File: src/rtl/addr_step_pkg.sv
package addr_step_pkg;
  typedef enum logic [1:0] {
    AM_OFFSET  = 2'd0,
    AM_POSTINC = 2'd1,
    AM_BITREV  = 2'd2,
    AM_RING    = 2'd3
  } am_e;
endpackage

File: src/rtl/brev_step.sv
module brev_step #(
  parameter int HW = 16
) (
  input  logic [HW-1:0] idx,
  input  logic [HW-1:0] step,
  output logic [HW-1:0] nxt
);
  logic [HW-1:0] r_idx, r_step, r_sum;

  for (genvar k = 0; k < HW; k++) begin : g_mirror_in
    assign r_idx[k]  = idx[HW-1-k];
    assign r_step[k] = step[HW-1-k];
  end

  assign r_sum = r_idx + r_step;

  for (genvar k = 0; k < HW; k++) begin : g_mirror_out
    assign nxt[k] = r_sum[HW-1-k];
  end
endmodule

File: src/rtl/ring_step.sv
module ring_step #(
  parameter int HW = 16,
  parameter int OW = 10
) (
  input  logic [HW-1:0] idx,
  input  logic [HW-1:0] len,
  input  logic [OW-1:0] off,
  output logic [HW-1:0] nxt
);
  localparam int SW = HW + 2;

  logic signed [SW-1:0] sum, len_s, up, dn;

  assign len_s = $signed({2'b00, len});
  assign sum   = $signed({2'b00, idx}) + $signed({{(SW-OW){off[OW-1]}}, off});
  assign up    = sum + len_s;
  assign dn    = sum - len_s;

  always_comb begin
    if (len == '0)           nxt = idx;
    else if (sum < 0)        nxt = up[HW-1:0];
    else if (sum >= len_s)   nxt = dn[HW-1:0];
    else                     nxt = sum[HW-1:0];
  end
endmodule

File: src/rtl/addr_step_unit.sv
module addr_step_unit
  import addr_step_pkg::*;
#(
  parameter int AW      = 32,
  parameter int HW      = 16,
  parameter int OW      = 10,
  parameter bit OUT_REG = 1'b1
) (
  input  logic            clk,
  input  logic            rst,
  input  logic            in_valid,
  input  logic [1:0]      mode,
  input  logic [AW-1:0]   base,
  input  logic [2*HW-1:0] pair,
  input  logic [OW-1:0]   offset,
  output logic            out_valid,
  output logic [AW-1:0]   ea,
  output logic [AW-1:0]   new_base,
  output logic [2*HW-1:0] new_pair,
  output logic            base_we,
  output logic            pair_we
);
  localparam int PW = 2 * HW;

  am_e            am;
  logic [AW-1:0]  off_ext, idx_ext;
  logic [HW-1:0]  lo, hi, brev_nxt, ring_nxt;
  logic [AW-1:0]  c_ea, c_nb;
  logic [PW-1:0]  c_np;
  logic           c_bwe, c_pwe;

  assign am      = am_e'(mode);
  assign lo      = pair[HW-1:0];
  assign hi      = pair[PW-1:HW];
  assign off_ext = {{(AW-OW){offset[OW-1]}}, offset};
  assign idx_ext = {{(AW-HW){1'b0}}, lo};

  brev_step #(.HW(HW)) u_brev (
    .idx (lo),
    .step(hi),
    .nxt (brev_nxt)
  );

  ring_step #(.HW(HW), .OW(OW)) u_ring (
    .idx(lo),
    .len(hi),
    .off(offset),
    .nxt(ring_nxt)
  );

  always_comb begin
    c_nb  = base + off_ext;
    c_np  = pair;
    c_bwe = 1'b0;
    c_pwe = 1'b0;
    unique case (am)
      AM_OFFSET:  c_ea = base + off_ext;
      AM_POSTINC: begin
        c_ea  = base;
        c_bwe = in_valid;
      end
      AM_BITREV: begin
        c_ea  = base + idx_ext;
        c_np  = {hi, brev_nxt};
        c_pwe = in_valid;
      end
      default: begin
        c_ea  = base + idx_ext;
        c_np  = {hi, ring_nxt};
        c_pwe = in_valid;
      end
    endcase
  end

  if (OUT_REG) begin : g_reg
    always_ff @(posedge clk) begin
      if (rst) begin
        out_valid <= 1'b0;
        ea        <= '0;
        new_base  <= '0;
        new_pair  <= '0;
        base_we   <= 1'b0;
        pair_we   <= 1'b0;
      end else begin
        out_valid <= in_valid;
        ea        <= c_ea;
        new_base  <= c_nb;
        new_pair  <= c_np;
        base_we   <= c_bwe;
        pair_we   <= c_pwe;
      end
    end
  end else begin : g_comb
    assign out_valid = in_valid;
    assign ea        = c_ea;
    assign new_base  = c_nb;
    assign new_pair  = c_np;
    assign base_we   = c_bwe;
    assign pair_we   = c_pwe;
  end
endmodule

File: config.mk
export PLATFORM = sky130hd
export DESIGN_NAME = addr_step_unit
export DESIGN_NICKNAME = d
export VERILOG_FILES = /design/src/rtl/addr_step_pkg.sv /design/src/rtl/brev_step.sv /design/src/rtl/ring_step.sv /design/src/rtl/addr_step_unit.sv
export SDC_FILE = /design/constraint.sdc
export NUM_CORES = 1
export LEC_CHECK = 0
export BUFFER_PORTS_ARGS = -buffer_cell sky130_fd_sc_hd__buf_2
export CORE_MARGIN = 2
export CORE_UTILIZATION = 56
export CTS_BUF_LIST = sky130_fd_sc_hd__clkbuf_16
export CTS_CLUSTER_SIZE = 28
export DETAILED_ROUTE_END_ITERATION = 6
export HOLD_SLACK_MARGIN = 0.06
export PLACE_DENSITY = 0.77
export SETUP_SLACK_MARGIN = 0.4
export SYNTH_ARGS = -nofsm -noshare
export SYNTH_HDL_FRONTEND = slang
export SYNTH_SLANG_ARGS = --single-unit
File: constraint.sdc
create_clock -name clk -period 8 [get_ports clk]
set_input_delay 0.8 -clock clk [delete_from_list [all_inputs] [get_ports clk]]
set_output_delay 0.8 -clock clk [all_outputs]
set_load 0.02 [all_outputs]
==> impl_metrics.toml <==
[timing]
finalCritPeriodShare_pct = 69.9
max_freq_ghz = 0.179
finalSetupViolations = 0
timing.final.hold_violations = 0
relSlewSlack_pct = 30.2
rsz0062_at_grt = "no"
worst_slew_pin_slew_ps = 1040
drv_slew = 0
finalCriticalPeriod_ps = 5590
timing.final.ws_setup_ps = 2410
setup-tns-final_ps = 0
hold_ws_ps = 725

[critical_path]
crit_slowest_cell = "buf_2"
startpoint_type = "input port"
crit_arrival_ps = 5810
crit_path_cell_trace = "buf_2, ha_1, a21o_1, a21o_1, a21oi_1, o31ai_4, xor2_1, ha_1, nor2_1, nor2_1, a21oi_1, a21oi_1, a211oi_2, a211o_4, nand2_1, a221o_1, a21oi_1, o22ai_1"
critPathMaxStageDelay_ps = 720
crit_fanout = 41
crit_type = "in2reg"
endpoint_kind = "flip-flop"
critPathRequiredTime_ps = 8220
cp_common_cell = "a21oi_1"

[outcome]
status = "complete, no violations"

[route]
drtAntennaViolNets = 0
vias = 9323
via_per_inst = 6.12
dr.pass1.iters = 6
totalWireLength_um = 27900
wire_per_inst_um = 18.3
drtIter0Drc = 667
drcViolationCount = 0

[global_route]
grt_max_degree = 52
grt_overflow_total = 0
grt_pass1_vias = 8863
antenna_found_initial = 1
grt_pass1_wl_um = 44500
grt_usage_pct = 31.5

[finish]
layout-drive-gt1-share_pct = 17.4
fillers = 1459
area_growth_syn_to_layout_pct = 14.1
fin_area_um2 = 10500
layout.nets = 1498
fin_cells = 1524
postLayoutCoreUtil_pct = 65.7

[place]
post-place-ws_ps = 2150
place_area_um2 = 10100
place_inst = 1508
place_hpwl_um = 21400
gp_congestion = 0.968
io_buffers = 177

[clocking]
cts_tree = "built"
cts_max_level = 3
clk_path_buf_depth = 2
cts_setup_buffers = 0
cts_root_buffer = "clkbuf_16"
post_cts_resize_count = 0
cts_buffers = 9
cts_sinks = 99
clk_pin_slew_ps = 70
cts_hold_buf = 0

[floorplan]
num_rows = 46
io_pins = 178
dieWidth_um = 132
die_y_um = 132
initial_core_util_pct = 57.5
die_area_um2 = 17400
core_um2 = 15900

[synth]
synth_edf_count = 0
syn-cell-area_um2 = 9170
synth_ff_type = "dfxtp_1"
syn_avg_cell_area_um2 = 7.92
synthArstFlopShare_pct = 0
yosys_warnings = 0
post_synth_num_cell_types = 91
ys_ff_latch = 99
netlist_instances = 1158
ys_seq_area_share_pct = 21.6
syn-num-nets = 1353

[hold_path]
hp-class = "in2reg"
hold_path.startpoint = "in_valid"
hold_depth = 2
holdPathEnd = "out_valid"

[power]
power.density_nw_per_um2 = 193
p_total_mw = 2.02
leakage_nw = 4.87
vdd_drop_max_uv = 132

[job]
cap_violations = 0
==> cells in the mapped netlist, types with 15 or more instances <==
cell type    n  share of area, %
ha_1       110                15
nor3_1      29               1.6
a21o_1      39               3.2
nor2b_1     23               1.6
xor2_1      33               3.2
nand3_1     25               1.4
clkbuf_1    28               1.1
nor2_1     122               5.0
o21a_1      15               1.2
a211oi_1    35               2.9
nand2b_1    16               1.1
o21bai_1    18               1.5
o21ai_0     62               3.4
and3_1      22               1.5
dfxtp_1     99                22
inv_1       45               1.8
a21oi_1    102               5.6
nand2_1     70               2.9
xnor2_1     41               3.9
and2_1      15               1.0
==> registers in the layout, indices dropped and copies added (netlist names) <==
register	count
out_valid	1
new_base	32
ea	32
base_we	1
new_pair	32
pair_we	1
==> metal layers <==
| layer | vias up | global-route usage, % | share of wire, % |
|---|---|---|---|
| met2 | 407 | 52.0 | 47 |
| met5 | - | 0 | 0 |
| met3 | 53 | 5.04 | 7.8 |
| met4 | 0 | 13.8 | 3.0 |
| met1 | 4311 | 40.6 | 43 |
| li1 | 4552 | - | - |
==> layout make-up <==
type | count | area [µm²] | share of cell area (%)
clock inverter | 6 | 91.3 | 0.872
tap | 216 | 270 | 2.58
clock buffer | 9 | 225 | 2.15
inverter | 48 | 180 | 1.72
timing repair buffer | 180 | 908 | 8.68
multi-input combinational | 965 | 6810 | 65.0
sequential | 99 | 1980 | 18.9
antenna | 1 | 2.50 | 0.0239
==> cell usage in the layout, fill, tap and decap left out, types with 10 or more instances in the layout <==
master,count
a31oi_1,13
a22oi_1,10
a211oi_1,35
nor3_1,29
a21oi_1,102
and3_1,22
dfxtp_1,99
ha_1,110
nand3_1,25
a21o_1,39
xnor2_1,41
o21a_1,15
o21ai_0,62
o211ai_1,11
xor2_1,33
nand2b_1,16
nand2_1,70
buf_2,177
inv_1,45
nor2b_1,23
and2_1,15
o21bai_1,18
nor2_1,122
==> how the worst max path moves through the flow <==
| stage | start | endpoint | slack, ps | cells after the start |
|---|---|---|---|---|
| 6_report | offset[9] | new_pair[4] | 2410 | 18 |
| 2_1_floorplan | offset[0] | new_pair[13] | 2990 | 22 |
| 4_1_cts | offset[9] | new_pair[0] | 2500 | 17 |
| 3_3_place_gp | offset[9] | new_pair[0] | 2180 | 17 |
| 5_1_grt | offset[9] | new_pair[0] | 2020 | 17 |
| 3_5_place_dp | offset[9] | new_pair[0] | 2150 | 17 |
==> cell families (layout without fill, tap and decap cells) <==
logic type / after synthesis / after routing / share of synthesized area [%]
and+or+nand+nor: 367 / 367 / 19.5
muxes: 7 / 7 / 0.914
xor gates and xnor gates: 76 / 76 / 7.54
AOI/OAI and AO/OA: 399 / 399 / 30.0
buffers and inverters: 94 / 243 / 4.17
DFF: 99 / 99 / 21.6
other: 0 / 1 / 0
adders and majority gates: 116 / 116 / 16.3
==> worst max-delay path, delay by kind of cell <==
kind	cells	cell delay, ps
buf+inv	1	720
simple gates	3	470
xor+xnor	1	340
compound gates	11	2620
fa+ha+maj	2	810
==> power breakdown <==
group	switching [mW]	internal, mW
registers	0.0162	0.548
logic	0.598	0.374
clock network	0.210	0.273
total	0.824	1.20
No activity file was read; power rests on OpenSTA's default activity.
